===== config.mk =====
export PLATFORM = sky130hd
export DESIGN_NAME = mbm_bus_master
export DESIGN_NICKNAME = d
export VERILOG_FILES = /design/src/rtl/mbm_pkg.sv /design/src/rtl/mbm_tmo.sv /design/src/rtl/mbm_seq.sv /design/src/rtl/mbm_bus_master.sv
export SDC_FILE = /design/constraint.sdc
export NUM_CORES = 1
export LEC_CHECK = 0
export ABC_AREA = 0
export BUFFER_PORTS_ARGS = -buffer_cell sky130_fd_sc_hd__buf_4
export CORE_ASPECT_RATIO = 1.1
export CORE_MARGIN = 2
export CORE_UTILIZATION = 49
export DETAILED_ROUTE_END_ITERATION = 10
export GPL_ROUTABILITY_DRIVEN = 0
export PLACE_DENSITY = 0.79
export SLEW_MARGIN = 40
export SYNTH_ARGS = -nofsm -noshare
export SYNTH_HDL_FRONTEND = slang
export SYNTH_SLANG_ARGS = --single-unit

===== constraint.sdc =====
create_clock -name clk_i -period 2.5 [get_ports clk_i]
set_input_delay 0.25 -clock clk_i [delete_from_list [all_inputs] [get_ports clk_i]]
set_output_delay 0.25 -clock clk_i [all_outputs]
set_load 0.01 [all_outputs]

===== src/rtl/mbm_pkg.sv =====
package mbm_pkg;
  typedef enum logic [2:0] {
    PH_IDLE,
    PH_ADDR,
    PH_WAIT,
    PH_DATA,
    PH_RECOV,
    PH_TURN
  } phase_e;
endpackage


===== src/rtl/mbm_tmo.sv =====
module mbm_tmo #(
  parameter int TMO_CYCLES = 256
) (
  input  logic clk_i,
  input  logic rst_ni,
  input  logic run_i,
  output logic expired_o
);
  localparam int CNT_W = (TMO_CYCLES > 2) ? $clog2(TMO_CYCLES) : 1;
  localparam logic [CNT_W-1:0] LAST = CNT_W'(TMO_CYCLES - 1);

  logic [CNT_W-1:0] cnt_q;

  always_ff @(posedge clk_i or negedge rst_ni) begin
    if (!rst_ni)    cnt_q <= '0;
    else if (run_i) cnt_q <= cnt_q + 1'b1;
    else            cnt_q <= '0;
  end

  assign expired_o = run_i && (cnt_q == LAST);

  AST_TMO_COUNT_FRESH: assert property (@(posedge clk_i) disable iff (!rst_ni)
    ($rose(run_i)) |-> (cnt_q == '0));
endmodule


===== src/rtl/mbm_seq.sv =====
module mbm_seq
  import mbm_pkg::*;
(
  input  logic   clk_i,
  input  logic   rst_ni,
  input  logic   fire_i,
  input  logic   rdy_ni,
  input  logic   expired_i,
  output phase_e phase_o
);
  phase_e ph_q, ph_d;

  always_comb begin
    ph_d = ph_q;
    unique case (ph_q)
      PH_IDLE:  if (fire_i) ph_d = PH_ADDR;
      PH_ADDR:  ph_d = PH_WAIT;
      PH_WAIT:  if (!rdy_ni) ph_d = PH_DATA;
                else if (expired_i) ph_d = PH_RECOV;
      PH_DATA:  ph_d = PH_RECOV;
      PH_RECOV: ph_d = PH_TURN;
      PH_TURN:  ph_d = PH_IDLE;
      default:  ph_d = PH_IDLE;
    endcase
  end

  always_ff @(posedge clk_i or negedge rst_ni) begin
    if (!rst_ni) ph_q <= PH_IDLE;
    else         ph_q <= ph_d;
  end

  assign phase_o = ph_q;

  AST_ADDR_AFTER_IDLE: assert property (@(posedge clk_i) disable iff (!rst_ni)
    (ph_q == PH_ADDR) |-> ($past(ph_q) == PH_IDLE));
  AST_TURN_TO_IDLE: assert property (@(posedge clk_i) disable iff (!rst_ni)
    (ph_q == PH_TURN) |=> (ph_q == PH_IDLE));
endmodule


===== src/rtl/mbm_bus_master.sv =====
module mbm_bus_master
  import mbm_pkg::*;
#(
  parameter int NCS        = 4,
  parameter int AW         = 16,
  parameter int DW         = 16,
  parameter int TMO_CYCLES = 256
) (
  input  logic                   clk_i,
  input  logic                   rst_ni,
  input  logic                   req_valid_i,
  output logic                   req_ready_o,
  input  logic [$clog2(NCS)-1:0] req_cs_i,
  input  logic [AW-1:0]          req_addr_i,
  input  logic                   req_write_i,
  input  logic [DW-1:0]          req_wdata_i,
  output logic                   done_o,
  output logic                   err_o,
  output logic [DW-1:0]          rdata_o,
  output logic [NCS-1:0]         cs_no,
  output logic                   ale_o,
  output logic                   wnr_o,
  output logic [DW-1:0]          ad_o,
  output logic                   ad_oe_o,
  input  logic [DW-1:0]          ad_i,
  input  logic                   rdy_ni
);
  localparam int IDX_W = $clog2(NCS);

  phase_e           phase;
  logic             fire, expired, in_cycle;
  logic [IDX_W-1:0] cs_q;
  logic [AW-1:0]    addr_q;
  logic [DW-1:0]    wdata_q, rdata_q;
  logic             wr_q, err_q;

  assign fire = req_valid_i && (phase == PH_IDLE);

  mbm_seq u_seq (
    .clk_i     (clk_i),
    .rst_ni    (rst_ni),
    .fire_i    (fire),
    .rdy_ni    (rdy_ni),
    .expired_i (expired),
    .phase_o   (phase)
  );

  mbm_tmo #(.TMO_CYCLES(TMO_CYCLES)) u_tmo (
    .clk_i     (clk_i),
    .rst_ni    (rst_ni),
    .run_i     (phase == PH_WAIT),
    .expired_o (expired)
  );

  always_ff @(posedge clk_i or negedge rst_ni) begin
    if (!rst_ni) begin
      cs_q    <= '0;
      addr_q  <= '0;
      wr_q    <= 1'b0;
      wdata_q <= '0;
      rdata_q <= '0;
      err_q   <= 1'b0;
    end else begin
      if (fire) begin
        cs_q    <= req_cs_i;
        addr_q  <= req_addr_i;
        wr_q    <= req_write_i;
        wdata_q <= req_wdata_i;
        err_q   <= 1'b0;
      end
      if (phase == PH_WAIT && !rdy_ni && !wr_q) rdata_q <= ad_i;
      if (phase == PH_WAIT && rdy_ni && expired) err_q <= 1'b1;
    end
  end

  assign in_cycle = (phase == PH_ADDR) || (phase == PH_WAIT) || (phase == PH_DATA);

  for (genvar i = 0; i < NCS; i++) begin : g_cs
    assign cs_no[i] = !(in_cycle && (cs_q == IDX_W'(i)));
  end

  assign ale_o       = (phase == PH_ADDR);
  assign ad_oe_o     = ale_o || (wr_q && (phase == PH_WAIT || phase == PH_DATA));
  assign ad_o        = ale_o ? DW'(addr_q) : wdata_q;  // low byte on [7:0]
  assign wnr_o       = wr_q;
  assign done_o      = (phase == PH_RECOV);
  assign err_o       = done_o && err_q;
  assign req_ready_o = (phase == PH_IDLE);
  assign rdata_o     = rdata_q;

  AST_ONE_SELECT: assert property (@(posedge clk_i) disable iff (!rst_ni)
    $onehot0(~cs_no));
  AST_ALE_PULSE: assert property (@(posedge clk_i) disable iff (!rst_ni)
    ale_o |=> (!ale_o && (cs_no != '1)));
  AST_WNR_HELD: assert property (@(posedge clk_i) disable iff (!rst_ni)
    ((cs_no != '1) && $past(cs_no != '1)) |-> $stable(wnr_o));
  AST_READ_FLOAT: assert property (@(posedge clk_i) disable iff (!rst_ni)
    (!wnr_o && !ale_o) |-> !ad_oe_o);
  AST_RECOV_RELEASE: assert property (@(posedge clk_i) disable iff (!rst_ni)
    done_o |-> ((cs_no == '1) && !ad_oe_o));
  AST_DONE_PULSE: assert property (@(posedge clk_i) disable iff (!rst_ni)
    done_o |=> (!done_o && !req_ready_o));
  AST_TMO_ERR: assert property (@(posedge clk_i) disable iff (!rst_ni)
    (done_o && err_o) |-> $past(rdy_ni));
endmodule


* Yosys cells after proc, flatten, opt, wreduce, memory -nomap -nowiden
Cells that the tools add are included.
Storage, ports and cells: logic and storage cells 53, output and inout bits 42, bits in registers 63, input port bits 55
Cells by class: muxes and demuxes 8, $add $sub $neg 1, reduce and logical (&&, ||, !) cells 26, equality and inequality tests 10
Operator list (number):
- $mux W16 | 1
- $pmux W3 S5 | 1
- $logic_and A1 B1 Y1 | 12
- $mux W3 | 3
- $add A8 B1 Y8 const B | 1
- $eq A8 B8 Y1 const B | 1
- $mux W8 | 1
- $eq A3 B2 Y1 const B | 2
- $logic_not A1 Y1 | 6
- $eq A2 B2 Y1 const B | 2
- $logic_or A1 B1 Y1 | 4
- $eq A3 B1 Y1 const B | 1
- $eq A3 B3 Y1 const B | 1
- $logic_not A3 Y1 | 1
- $ne A3 B3 Y1 const B | 1
- $eq A2 B1 Y1 const B | 1
- $logic_not A2 Y1 | 1
- $mux W1 | 2
- $ne A2 B1 Y1 const B | 1
- $reduce_and A2 Y1 | 1
- $reduce_bool A2 Y1 | 1

* Logic depth before layout (Yosys ltp)
depth after elaboration 5, gate-level depth with buffers 7, mapped depth without buffers 4

* Modules after synthesis
From an unflattened synthesis, not the netlist that was laid out.
Unflattened totals: cell total of the unflattened synthesis 193, area, all modules 2962.8 µm²
By module, submodules not included:
- mbm_bus_master | area an instance 2452.4 µm², cells an instance 146, sequential area each 1301.2 µm², instances 1
- mbm_tmo | area an instance 369.1 µm², cells an instance 34, sequential area each 200.2 µm², instances 1
- mbm_seq | area an instance 141.4 µm², cells an instance 13, sequential area each 75.1 µm², instances 1

* Worst setup path before layout
Ideal clock, no wire load.
path kind reg2out, start register u_seq.ph_q[1], in the netlist u_seq.phase_o[1], end output port ad_o[10], buffers on the path 2, slack 0.550 ns, data required time 2.250 ns, cell stages (with the launch flop) 6, data arrival time 1.700 ns, cells stage by stage dfrtp_1 buf_6 nand2b_1 nor2_1 buf_2 mux2_2
Between the ends: word-level cells in the longest chain between the ends 2
RTL lines:
- start: declaration | line mbm_seq.sv:11 | phase_e ph_q, ph_d;
- start signal: assignment | line mbm_seq.sv:29 | else ph_q <= ph_d;
- $eq A3 B1 Y1 | line mbm_bus_master.sv:82 | assign ale_o = (phase == PH_ADDR);
- named net ale_o | line mbm_bus_master.sv:21 | output logic ale_o,
- $mux W16 | line mbm_bus_master.sv:84 | assign ad_o = ale_o ? DW'(addr_q) : wdata_q;
- end: declaration | line mbm_bus_master.sv:23 | output logic [DW-1:0] ad_o,
The timed path passes the listed nets, and every way through them passes these cells.

* Worst setup path in the final report
start register u_seq.ph_q[1], in the netlist u_seq.phase_o[1], end output port ad_o[15]
Between the ends: word-level cells in the longest chain between the ends 2
RTL lines (line):
- $eq A3 B1 Y1 | mbm_bus_master.sv:82
- $mux W16 | mbm_bus_master.sv:84
No other way between the ends.

==> out/metrics.csv <==
stage;metric;value;unit
setup_path;worst reg2reg endpoint;rdata_o[13];
logic_synthesis;top cells by count, synth;dfrtp_1, mux2_2, mux2_4;
clocking;Longest Clk Path Bufs;2;
setup_path;CP bufs+invs;2;
logic_synthesis;Yosys warning total;0;
timing;final worst path period share;86.6;%
global_route;vias in the first global route;1822;
setup_path;crit path DAT;1.91;ns
clocking;Root Driver;clkbuf_8;
logic_synthesis;Mapped Nets;249;
floorplanning;Die X;75.5;µm
routing;1st-pass router iterations;4;
timing;Final min period;2.16;ns
finish;Nets;350;
global_route;first-pass GRT wire length;8450;µm
min_path;Hold Crit Start;req_addr_i[6];
timing;Hold Vio Cnt, Final;0;
setup_path;crit-path cells;nand2b_1 -> nor2_1 -> buf_4 -> mux2_2 -> buf_4;
routing;Total Wirelength;5450;µm
clocking;htree depth;3;
setup_path;Setup Crit Path Kind;register to output port;
clocking;CTS tree;yes;
pwr;Pwr Density;1290;nW/µm²
timing;final setup vio count;0;
routing;Via density;5.06;
logic_synthesis;count of flip-flops with a built-in enable after synthesis;0;
logic_synthesis;ranking of synthesized cells by area;dfrtp_1, mux2_2, mux2_4, nor2_1, buf_6;
min_path;worst hold stages;2;
setup_path;WP data required;2.25;ns
finish;# diodes;0;
run;maxcap violations;0;
setup_path;Worst Path Max Fanout;17;
logic_synthesis;Synth Flop Type;dfrtp_1;
setup_path;Worst path max stage delay;0.47;ns
routing;post-DR wirelength/cell;14.6;µm
routing;Starting DRT DRC Count;104;
placement;Port Buf Inserts;96;
floorplanning;Initial Util;51.1;%
setup_path;slowest stage cell, crit path;dfrtp_1;
global_route;global route overflow;0;
timing;Hold Slack;0.138;ns
run_status;outcome;completed;
setup_path;crit-path leading delay family;flip-flops;
finish;Layout fillers;417;
setup_path;RR Startpoint;u_seq.phase_o[2];
setup_path;CP startpoint kind;register;
logic_synthesis;top cell type by total area after synthesis;dfrtp_1;
pwr;Peak VDD IR;0.000723;V
logic_synthesis;Post-Syn Area;2760;µm²
logic_synthesis;Yosys top cell area share;57.2;%
floorplanning;die area;6240;µm²
timing;setup ws final;0.335;ns
pwr;Power, Total;4.85;mW
setup_path;most frequent CP cell;buf_4;
clocking;Clock Pin Slew Worst Setup and Hold Paths;0.07;ns
floorplanning;# IOs;97;
setup_path;Critical Path Sink Type;output port;
global_route;gr usage total;18.6;%
routing;final routed DRC violation total;0;
setup_path;Worst R2R Path Depth;4;
logic_synthesis;Syn Area/Cell;14.3;µm²
logic_synthesis;gate count of the mapped netlist;193;
setup_path;FF-to-FF setup slack;0.45;ns
logic_synthesis;Cell variety after synth;31;
logic_synthesis;most frequent cell after synthesis;dfrtp_1;
floorplanning;Die H;82.7;µm
timing;Worst Skew;0.00912;ns
pwr;Leakage;1.76;nW
timing;Slew @ Worst Pin;0.564;ns
timing;RSZ-0062 raised after global routing;no;
min_path;WHS Endpoint;addr_q[6];
logic_synthesis;Synth async-reset ratio;100;%
floorplanning;core area;5400;µm²
finish;fraction of layout instances using a drive strength above 1;60.7;%
placement;dpl hpwl;3820;µm
global_route;initial antenna violation count;0;
routing;Vias;1886;
global_route;largest net degree at the start of global routing;64;
clocking;Post-CTS Setup Inserts;0;
logic_synthesis;Seq/Total Area, Yosys;57.2;%
clocking;CTS buffer count;9;
timing;final slew viol count;0;
min_path;Hold Crit Class;input port to register;
timing;setup_tns;0;ns
placement;dpl ws;0.466;ns
logic_synthesis;Synth Register Bits;63;
timing;Slew HR;62.4;%
clocking;CTS Sinks;63;
floorplanning;row count;28;
finish;P&R area growth vs syn;36.0;%
clocking;worst-skew pair later-pin latency;0.34;ns
routing;Antenna Nets Post-Route;0;
timing;fmax;0.462;GHz
==> layout by cell type, fill, tap and decap left out, types with 2 or more instances in the layout <==
cell | synthesis | final
o21ai_0 | 4 | 4
nand2_1 | 3 | 3
or3_1 | 4 | 4
inv_1 | 2 | 2
and2_1 | 2 | 2
dfrtp_1 | 63 | 63
nor3_1 | 2 | 2
nand3_1 | 5 | 5
nor2_1 | 9 | 9
clkinv_2 | 0 | 2
a21oi_1 | 4 | 4
nand3b_1 | 2 | 2
nand4_1 | 2 | 2
buf_4 | 0 | 97
xor2_1 | 2 | 2
clkbuf_8 | 0 | 10
mux2_4 | 10 | 10
bufinv_16 | 0 | 2
mux2_2 | 57 | 57
==> kinds of logic (layout without fill, tap and decap cells) <==
group / count (synthesis) / in the layout / share of synthesized area (%)
DFF: 63 / 63 / 57.2
adders and majority gates: 1 / 1 / 0.454
muxes: 67 / 67 / 28.7
buffers and inverters: 12 / 117 / 3.27
AOI/OAI and AO/OA: 13 / 13 / 2.86
and+or+nand+nor: 34 / 34 / 6.58
xor gates and xnor gates: 3 / 3 / 0.953
==> cell type report <==
type | instances | area (µm²) | share of cell area [%]
Tap cell | 75 | 93.8 | 2.50
Clock inverter | 4 | 70.1 | 1.87
Sequential cell | 63 | 1580 | 42.0
Clock buffer | 11 | 141 | 3.77
Timing Repair Buffer | 100 | 769 | 20.5
Multi-Input combinational cell | 118 | 1090 | 29.1
Inverter | 2 | 7.51 | 0.200
==> sequential cells by signal, indices dropped and copies added, names as in the netlist <==
register / flops
u_tmo.cnt_q: 8
rdata_o: 16
cs_q: 2
addr_q: 16
err_q: 1
wdata_q: 16
wnr_o: 1
u_seq.phase_o: 3
==> power breakdown <==
group          total [mW]  internal [mW]  leakage (nW)  switching [mW]
sequential           1.78           1.48         0.768           0.294
clock               0.955          0.580         0.109           0.375
combinational        2.12           1.31         0.885           0.815
==> worst max-delay path by stage <==
| stage | start | end | slack, ns | cells past startpoint |
|---|---|---|---|---|
| 3_5_place_dp | u_seq.phase_o[2] | rdata_o[11] | 0.47 | 4 |
| 3_3_place_gp | u_seq.phase_o[2] | rdata_o[15] | 0.52 | 4 |
| 6_report | u_seq.phase_o[1] | ad_o[15] | 0.34 | 5 |
| 5_1_grt | u_seq.phase_o[1] | ad_o[15] | 0.24 | 5 |
| 4_1_cts | u_seq.phase_o[1] | ad_o[15] | 0.32 | 5 |
| 2_1_floorplan | u_seq.phase_o[1] | ad_o[10] | 0.55 | 5 |
==> metrics by stage <==
stage	cell area (µm²)	cells	util [%]
4_1_cts	3740	372	69.2
6_report	3750	373	69.5
5_1_grt	3750	373	69.5
3_3_place_gp	3520	357	65.3
2_1_floorplan	2760	193	-
3_5_place_dp	3520	357	65.3
==> layer usage <==
layer | track usage [%] | share of wire (%) | vias up
met5 | 0 | 0 | -
met1 | 23.2 | 42 | 899
met3 | 7.52 | 9.9 | 13
li1 | - | - | 894
met4 | 11.1 | 1.5 | 0
met2 | 27.0 | 46 | 80
==> what timing repair did <==
| item | CTS | global route |
|---|---|---|
| hold endpoints to repair | 0 | 63 |
| hold buffers | 0 | 1 |
| resized for setup | 0 | 0 |
(Power assumes the default switching activity.)
